[src/rtl/scal_alloc_pkg.sv]
package scal_alloc_pkg;
  typedef enum logic [1:0] {
    SM_NORMAL  = 2'b00,
    SM_DYNAMIC = 2'b01,
    SM_HIGHQ   = 2'b10
  } smode_e;

  typedef enum logic [1:0] {
    ST_IDLE,
    ST_CHECK,
    ST_WALK,
    ST_DONE
  } astate_e;
endpackage

[src/rtl/alloc_popcount.sv]
module alloc_popcount #(
  parameter int W  = 32,
  parameter int CW = 6
) (
  input  logic [W-1:0]  vec,
  output logic [CW-1:0] cnt
);
  always_comb begin
    cnt = '0;
    for (int i = 0; i < W; i++) begin
      cnt = cnt + CW'(vec[i]);
    end
  end
endmodule

[src/rtl/alloc_first_free.sv]
module alloc_first_free #(
  parameter int NS = 4,
  parameter int PW = 3,
  parameter int IW = 2
) (
  input  logic [NS-1:0] in_use,
  input  logic [PW-1:0] pool,
  output logic          found,
  output logic [IW-1:0] idx
);
  // lowest clear in-use bit below the usable pool
  always_comb begin
    found = 1'b0;
    idx   = '0;
    for (int k = NS - 1; k >= 0; k--) begin
      if ((k < int'(pool)) && !in_use[k]) begin
        found = 1'b1;
        idx   = IW'(k);
      end
    end
  end
endmodule

[src/rtl/alloc_detach.sv]
module alloc_detach #(
  parameter int NS = 4,
  parameter int PW = 3
) (
  input  logic          clk,
  input  logic          rst_n,
  input  logic          fire,
  input  logic [NS-1:0] in_use,
  input  logic [PW-1:0] pool,
  output logic [NS-1:0] strb
);
  logic [NS-1:0] present;
  logic [NS-1:0] strb_d;
  logic [NS-1:0] strb_q;

  for (genvar k = 0; k < NS; k++) begin : g_present
    assign present[k] = (k < int'(pool));
  end

  always_comb begin
    strb_d = '0;
    if (fire) strb_d = ~in_use & present;
  end

  always_ff @(posedge clk or negedge rst_n) begin
    if (!rst_n) strb_q <= '0;
    else        strb_q <= strb_d;
  end

  assign strb = strb_q;
endmodule

[src/rtl/scaler_alloc.sv]
module scaler_alloc
  import scal_alloc_pkg::*;
#(
  parameter  int NU    = 32,
  parameter  int NS    = 4,
  localparam int IW    = (NS > 1) ? $clog2(NS) : 1,
  localparam int SID_W = IW + 1,
  localparam int PW    = $clog2(NS + 1),
  localparam int CW    = $clog2(NU + 1),
  localparam int XW    = $clog2(NU)
) (
  input  logic              clk,
  input  logic              rst_n,
  input  logic [NU-1:0]     req_set,
  input  logic [NU-1:0]     req_release,
  input  logic              start,
  input  logic              legacy_gen,
  input  logic              detach_go,
  input  logic [PW-1:0]     pool_size,
  output logic              busy,
  output logic              done,
  output logic              overflow_err,
  output logic [NU-1:0]     user_mask,
  output logic [NU-1:0]     user_sid_vld,
  output logic [NU*SID_W-1:0] user_sid,
  output logic [NS-1:0]     scaler_busy,
  output logic [NS*2-1:0]   scaler_mode,
  output logic [NS-1:0]     detach_strb
);

  astate_e          state_q, state_d;
  logic [XW-1:0]    idx_q, idx_d;
  logic [CW-1:0]    need_q, need_d;
  logic [PW-1:0]    pool_q, pool_d;
  logic             legacy_q, legacy_d;
  logic             err_q, err_d;
  logic [NU-1:0]    mask_q, mask_d;
  logic [NU-1:0]    vld_q, vld_d;
  logic [SID_W-1:0] sid_q [NU];
  logic [SID_W-1:0] sid_d [NU];
  logic [NS-1:0]    inuse_q, inuse_d;
  smode_e           mode_q [NS];
  smode_e           mode_d [NS];

  logic [PW-1:0]    pool_eff;
  logic [CW-1:0]    req_cnt;
  logic             free_found;
  logic [IW-1:0]    free_idx;
  logic             idle;
  logic             take_start;
  logic             take_edit;
  logic             lone_hq;
  logic             have;
  logic [IW-1:0]    pick;

  assign idle       = (state_q == ST_IDLE);
  assign take_start = idle && start;
  assign take_edit  = idle && !start;
  assign pool_eff   = (int'(pool_size) > NS) ? PW'(NS) : pool_size;
  assign lone_hq    = legacy_q && (need_q == CW'(1)) && (int'(pool_q) > 1);

  alloc_popcount #(.W(NU), .CW(CW)) u_count (
    .vec (mask_q),
    .cnt (req_cnt)
  );

  alloc_first_free #(.NS(NS), .PW(PW), .IW(IW)) u_free (
    .in_use (inuse_q),
    .pool   (pool_q),
    .found  (free_found),
    .idx    (free_idx)
  );

  alloc_detach #(.NS(NS), .PW(PW)) u_detach (
    .clk    (clk),
    .rst_n  (rst_n),
    .fire   (idle && detach_go),
    .in_use (inuse_q),
    .pool   (pool_eff),
    .strb   (detach_strb)
  );

  // next-state logic
  always_comb begin
    state_d  = state_q;
    idx_d    = idx_q;
    need_d   = need_q;
    pool_d   = pool_q;
    legacy_d = legacy_q;
    err_d    = err_q;
    mask_d   = mask_q;
    vld_d    = vld_q;
    inuse_d  = inuse_q;
    have     = 1'b0;
    pick     = '0;
    for (int i = 0; i < NU; i++) sid_d[i] = sid_q[i];
    for (int k = 0; k < NS; k++) mode_d[k] = mode_q[k];

    unique case (state_q)
      ST_IDLE: begin
        if (take_start) begin
          state_d  = ST_CHECK;
          need_d   = req_cnt;
          pool_d   = pool_eff;
          legacy_d = legacy_gen;
          err_d    = 1'b0;
        end else if (take_edit) begin
          mask_d = (mask_q | req_set) & ~req_release;
          for (int i = 0; i < NU; i++) begin
            if (req_release[i] && vld_q[i]) begin
              vld_d[i] = 1'b0;
              inuse_d[sid_q[i][IW-1:0]] = 1'b0;
            end
          end
        end
      end
      ST_CHECK: begin
        if (int'(need_q) > int'(pool_q)) begin
          err_d   = 1'b1;
          state_d = ST_DONE;
        end else begin
          idx_d   = '0;
          state_d = ST_WALK;
        end
      end
      ST_WALK: begin
        if (mask_q[idx_q]) begin
          if (vld_q[idx_q]) begin
            have = 1'b1;
            pick = sid_q[idx_q][IW-1:0];
          end else if (free_found) begin
            have = 1'b1;
            pick = free_idx;
          end
          if (have) begin
            vld_d[idx_q] = 1'b1;
            if (lone_hq) begin
              inuse_d[pick] = 1'b0;
              inuse_d[0]    = 1'b1;
              sid_d[idx_q]  = '0;
              mode_d[0]     = SM_HIGHQ;
            end else begin
              inuse_d[pick] = 1'b1;
              sid_d[idx_q]  = {1'b0, pick};
              mode_d[pick]  = legacy_q ? SM_DYNAMIC : SM_NORMAL;
            end
          end
        end
        if (idx_q == XW'(NU - 1)) state_d = ST_DONE;
        else                      idx_d   = idx_q + XW'(1);
      end
      ST_DONE: state_d = ST_IDLE;
      default: state_d = ST_IDLE;
    endcase
  end

  // control registers
  always_ff @(posedge clk or negedge rst_n) begin
    if (!rst_n) begin
      state_q  <= ST_IDLE;
      idx_q    <= '0;
      need_q   <= '0;
      pool_q   <= '0;
      legacy_q <= 1'b0;
      err_q    <= 1'b0;
    end else begin
      state_q <= state_d;
      idx_q   <= idx_d;
      err_q   <= err_d;
      if (take_start) begin
        need_q   <= need_d;
        pool_q   <= pool_d;
        legacy_q <= legacy_d;
      end
    end
  end

  // allocation table registers
  always_ff @(posedge clk or negedge rst_n) begin
    if (!rst_n) begin
      mask_q  <= '0;
      vld_q   <= '0;
      inuse_q <= '0;
      for (int i = 0; i < NU; i++) sid_q[i] <= '0;
      for (int k = 0; k < NS; k++) mode_q[k] <= SM_NORMAL;
    end else begin
      mask_q  <= mask_d;
      vld_q   <= vld_d;
      inuse_q <= inuse_d;
      for (int i = 0; i < NU; i++) sid_q[i] <= sid_d[i];
      for (int k = 0; k < NS; k++) mode_q[k] <= mode_d[k];
    end
  end

  for (genvar i = 0; i < NU; i++) begin : g_sid_out
    assign user_sid[i*SID_W +: SID_W] = sid_q[i];
  end
  for (genvar k = 0; k < NS; k++) begin : g_mode_out
    assign scaler_mode[2*k +: 2] = mode_q[k];
  end

  assign busy         = !idle;
  assign done         = (state_q == ST_DONE);
  assign overflow_err = err_q;
  assign user_mask    = mask_q;
  assign user_sid_vld = vld_q;
  assign scaler_busy  = inuse_q;
endmodule

[config.mk]
export PLATFORM = sky130hd
export DESIGN_NAME = scaler_alloc
export DESIGN_NICKNAME = d
export VERILOG_FILES = /design/src/rtl/scal_alloc_pkg.sv /design/src/rtl/alloc_popcount.sv /design/src/rtl/alloc_first_free.sv /design/src/rtl/alloc_detach.sv /design/src/rtl/scaler_alloc.sv
export SDC_FILE = /design/constraint.sdc
export NUM_CORES = 1
export LEC_CHECK = 0
export BUFFER_PORTS_ARGS = -buffer_cell sky130_fd_sc_hd__buf_2
export CAP_MARGIN = 10
export CORE_MARGIN = 4
export CORE_UTILIZATION = 55
export CTS_CLUSTER_DIAMETER = 200
export DETAILED_ROUTE_END_ITERATION = 12
export PLACE_DENSITY = 0.81
export SLEW_MARGIN = 20
export SYNTH_ARGS = -nofsm -noshare
export SYNTH_HDL_FRONTEND = slang
export SYNTH_SLANG_ARGS = --single-unit
[constraint.sdc]
create_clock -name clk -period 6.98 [get_ports clk]
set_clock_uncertainty 0.2 [all_clocks]
set_input_delay 1.047 -clock clk [delete_from_list [all_inputs] [get_ports clk]]
set_output_delay 1.047 -clock clk [all_outputs]
set_load 0.05 [all_outputs]
# [After elaboration in Yosys (flattened, before gate mapping)]
# Cells that the tools add are included.
[op_classes] bitwise_logic=79 add_sub_neg=32 order_cmp=83 reduce_logical=127 n_eq_ne=46 n_mux=280
[op_table] operator="$mux W4" count=131
[op_table] operator="$reduce_and A6 Y1" count=32
[op_table] operator="$add A6 B1 Y6" count=30
[op_table] operator="$and A4 B4 Y4" count=34
[op_table] operator="$not A4 Y4" count=34
[op_table] operator="$mux W32" count=4
[op_table] operator="$lt A2 B3 Y1 const B" count=33
[op_table] operator="$and A96 B96 Y96" count=1
[op_table] operator="$bwmux W96" count=1
[op_table] operator="$mux W96" count=1
[op_table] operator="$not A96 Y96" count=1
[op_table] operator="$mux W1" count=80
[op_table] operator="$logic_and A1 B1 Y1" count=77
[op_table] operator="$ne A2 B1 Y1 const B" count=34
[op_table] operator="$demux W1 S2" count=33
[op_table] operator="$ge A2 B1 Y1 const B" count=33
[op_table] operator="$or A32 B32 Y32" count=2
[op_table] operator="$pmux W32 S2" count=1
[op_table] operator="$and A32 B32 Y32" count=1
[op_table] operator="$not A32 Y32" count=1
[op_table] operator="$mux W2" count=14
[op_table] operator="$bmux W3 S5" count=1
[op_table] operator="$demux W3 S5" count=1
[op_table] operator="$ne A2 B2 Y1 const B" count=7
[op_table] operator="38 further kinds" count=60
[totals] elab_cells=724 input_bits=72 regBits=194 output_inout_bits=179

# [Longest topological paths before layout]
[depth] ltp_word=165 mapped_depth=17 ltp_nobuf=17

# [Hierarchy]
# From an unflattened synthesis, not the netlist that was laid out.
[hier_totals] hier_cells=1106 area_unflattened_um2=11175.7
[modules_own_cells] mod="scaler_alloc" area_per_inst_um2=10182.3 n_inst=1 cells_per_inst=1011
[modules_own_cells] mod="alloc_popcount" area_per_inst_um2=754.5 n_inst=1 cells_per_inst=73
[modules_own_cells] mod="alloc_detach" area_per_inst_um2=158.9 n_inst=1 cells_per_inst=12
[modules_own_cells] mod="alloc_first_free" area_per_inst_um2=80.1 n_inst=1 cells_per_inst=10

# [Worst setup path after synthesis]
# Ideal clock, no wire load.
[synth_path] kind="register -> register" startpoint="register mask_q[1] (netlist: user_mask[1])" endpoint="register need_q[4]" path_buffers=0 stages_incl_launch_ff=16 period_less_slack_ns=5.578 setup_slack_ns=1.402 required_ns=6.644 arrival_time_ns=5.243 path_cell_list="dfrtp_1 > ha_1 > inv_1 > fa_1 > fa_1 > fa_1 > fa_1 > fa_1 > fa_1 > inv_1 > fa_1 > fa_1 > a21o_1 > a21oi_1 > xor2_1 > o21ai_0"
[synth_between] elab_chain_cells=31
[synth_lines] item="start, declared" line_no="scaler_alloc.sv:37" source="logic [NU-1:0] mask_q, mask_d;"
[synth_lines] item="start signal, assigned" line_no="scaler_alloc.sv:187" source="mask_q <= mask_d;"
[synth_lines] item="$add A1 B1 Y2" line_no="alloc_popcount.sv:11" source="cnt = cnt + CW'(vec[i]);"
[synth_lines] item="$add A6 B1 Y6 (30 in a row)" line_no="alloc_popcount.sv:11"
[synth_lines] item="end signal, assigned" line_no="scaler_alloc.sv:171" source="need_q <= need_d;"
[synth_lines] item="end, declared" line_no="scaler_alloc.sv:33" source="logic [CW-1:0] need_q, need_d;"
# No other way between the ends.
# A chain may end at the register's enable or synchronous reset.

# [Worst setup path after layout]
[layout_path] startpoint="register mask_q[0] (netlist: user_mask[0])" endpoint="register need_q[4]"
# The elaborated chain is that of the path after synthesis.

==> flow_summary.yaml <==
status:
  outcome: "complete, no violations"
clock_network:
  clock_sinks: 191
  root_buffer: "clkbuf_16"
  postCtsSetupRepairBufs: 0
  post_cts_resized: 0
  worstSkewPairLatency_ns: 0.46
  cts_buffers: 17
  cts_hold_buf: 0
  clk_path_buf_depth: 2
  cts.clk_slew.worst_paths_ns: 0.09
  htree_num_levels: 4
  tritoncts: "yes"
synth:
  synth_top_area_share_pct: 43.1
  yosys.cell_types.count: 70
  synth_edf_count: 0
  synth_seq_cells: 191
  avgSynthCellArea_um2: 9.83
  synth_common_cells: "dfrtp_1, mux2_2, a21oi_1, nand2_1, inv_1"
  synth_area_leader_cell: "dfrtp_1"
  ys.flop_type: "dfrtp_1"
  netlist_instances: 1128
  syn_area_um2: 11100
  synthArstFlopShare_pct: 100
  yosysWarnings: 0
  synth_area_leaders: "dfrtp_1, mux2_2, fa_1, a21oi_1, mux2i_1"
  seq_area_frac_synth_pct: 43.1
  yosysMostFrequentCell: "dfrtp_1"
die:
  core_um2: 19700
  io_pins: 251
  die_area_um2: 22500
  chipHeight_um: 150
  die_w_um: 150
  start_util_pct: 56.4
  rows: 51
setup_path:
  crit-reg2reg-launch: "user_mask[0]"
  worstSetupPathType: "flip-flop to flip-flop"
  rr_worst_depth: 15
  cp-end-kind: "flip-flop"
  r2r_end: "need_q[4]"
  worstPathArrival_ns: 5.70
  cp_max_fo: 4
  crit_path_start_kind: "flip-flop"
  critical_path_required_ns: 7.08
  r2r_setup_slack_ns: 1.39
route:
  wl_um: 47200
  vias: 10895
  final_antenna_net_count: 0
  route.detailed.drc: 0
  drt-pass1-iter-count: 7
  routedWlPerCell_um: 28.8
  via_per_inst: 6.66
  drt_iter0_markers: 1373
placed_design:
  gp_congestion: 1.07
  port_buffers: 247
  hpwl_um: 36600
sta:
  max_freq_ghz: 0.179
  layout_min_cycle_time_ns: 5.59
  setup_violations: 0
  slew_violations: 0
  period_share_pct: 80.1
  finalHoldViolCount: 0
  rsz0062_at_grt: "false"
  worst_hold_slack_ns: 0.289
  relSlewSlack_pct: 30.7
  fin_setup_tns_ns: 0
  worstMarginPinSlew_ns: 1.03
grt:
  grtUsageTotal_pct: 42.1
  grt_pass1_vias: 10712
  grt_max_degree: 71
  grt_pass1_wl_um: 69000
  gr-total-overflow: 0
  antenna_found_initial: 0
final_layout:
  num_antenna_cells: 0
  syn_to_final_growth_pct: 18.7
  final_nets: 1474
  drive_above_1_share_pct: 28.6
min_path:
  hold_end: "user_sid[11]"
  worstHoldStart: "user_sid[11]"
  hold_depth: 1
  hold_path_class: "flip-flop to flip-flop"
flow_run:
  maxCapViolCount: 0
## layout by cell type, fill, tap and decap left out, types with 4 or more instances in the layout
| cell type | n |
|---|---|
| and2_1 | 26 |
| o2111ai_1 | 8 |
| nor4_1 | 19 |
| inv_1 | 69 |
| fa_1 | 24 |
| o22ai_1 | 41 |
| nor2b_1 | 23 |
| nand2_1 | 73 |
| o32ai_1 | 7 |
| nor3_1 | 38 |
| a2bb2oi_1 | 8 |
| nor3b_1 | 8 |
| inv_12 | 5 |
| buf_4 | 12 |
| mux2_2 | 85 |
| nand2b_1 | 10 |
| clkinv_8 | 5 |
| a22oi_1 | 5 |
| mux2i_1 | 40 |
| nand3_1 | 52 |
| a211oi_1 | 14 |
| nand4_1 | 29 |
| nand3b_1 | 5 |
| a21oi_1 | 83 |
| ha_1 | 20 |
| o21ai_0 | 63 |
| nor2_1 | 63 |
| nand4b_1 | 4 |
| dfrtp_1 | 190 |
| clkbuf_16 | 17 |
| or4bb_1 | 6 |
| buf_2 | 246 |
## through the flow
step | utilization [%] | area, um2 | cells | setup slack (ns)
floorplan | - | 11100 | 1130 | 1.40
global placement | 63.7 | 12500 | 1604 | 1.55
detailed placement | 63.7 | 12500 | 1604 | 1.40
CTS | 67.0 | 13200 | 1636 | 1.38
global route | 67.0 | 13200 | 1636 | 1.18
finish | 67.0 | 13200 | 1636 | 1.39
## kinds of logic after synthesis
family | after synthesis | share of synthesized area (%)
buf+inv | 121 | 4.67
xor+xnor | 3 | 0.237
mux | 130 | 12.8
flops | 191 | 43.1
compound gates | 256 | 14.1
fa+ha+maj | 44 | 6.59
other cells | 1 | 0.0338
simple gates | 382 | 18.4
## worst max-delay path, cell delays in order (launching register included)
cell     delay (ns)
dfrtp_1        0.43
ha_1           0.30
inv_1          0.07
fa_1           0.45
fa_1           0.57
fa_1           0.45
fa_1           0.55
fa_1           0.44
fa_1           0.49
inv_1          0.05
fa_1           0.39
fa_1           0.42
a21o_1         0.21
a21oi_1        0.17
xor2_1         0.16
o21ai_0        0.09
## state kept, by name, indices dropped and copies added, names as in the netlist, named ones only
register       count
overflow_err       1
u_detach.strb      4
idx_q              5
state_q            2
need_q             6
scaler_mode        5
user_mask         32
user_sid          96
pool_q             3
legacy_q           1
user_sid_vld      32
scaler_busy        1
## area by class of cell
class | instances | area (um2)
clock buffers | 17 | 425
clock inverters | 15 | 214
fillers | 1610 | 6490
inverters | 71 | 267
multi-input cells | 818 | 5810
flip-flops and latches | 191 | 4780
well taps | 265 | 332
repair buffers | 259 | 1340
## per-layer routing
layer  up-vias  part of all wire [%]  global-route usage, %  routed length [um]
met1      5342                    38                   54.8               18000
met5         -                     0                      0                   0
met4         0                   5.8                   19.5                2720
met3       175                    11                   10.4                5120
li1       4565                     -                      -                   -
met2       813                    45                   66.5               21400
## worst max-delay path by stage
| stage | from | to | slack [ns] | cells past startpoint |
|---|---|---|---|---|
| floorplan | user_mask[1] | need_q[4] | 1.40 | 15 |
| global placement | user_mask[0] | need_q[4] | 1.55 | 15 |
| detailed placement | user_mask[0] | need_q[4] | 1.40 | 15 |
| CTS | user_mask[0] | need_q[4] | 1.38 | 15 |
| global route | user_mask[0] | need_q[4] | 1.18 | 15 |
| finish | user_mask[0] | need_q[4] | 1.39 | 15 |
Power is not shown: default switching activity piles up to over one toggle a cycle in this logic, so the estimate is an artifact.
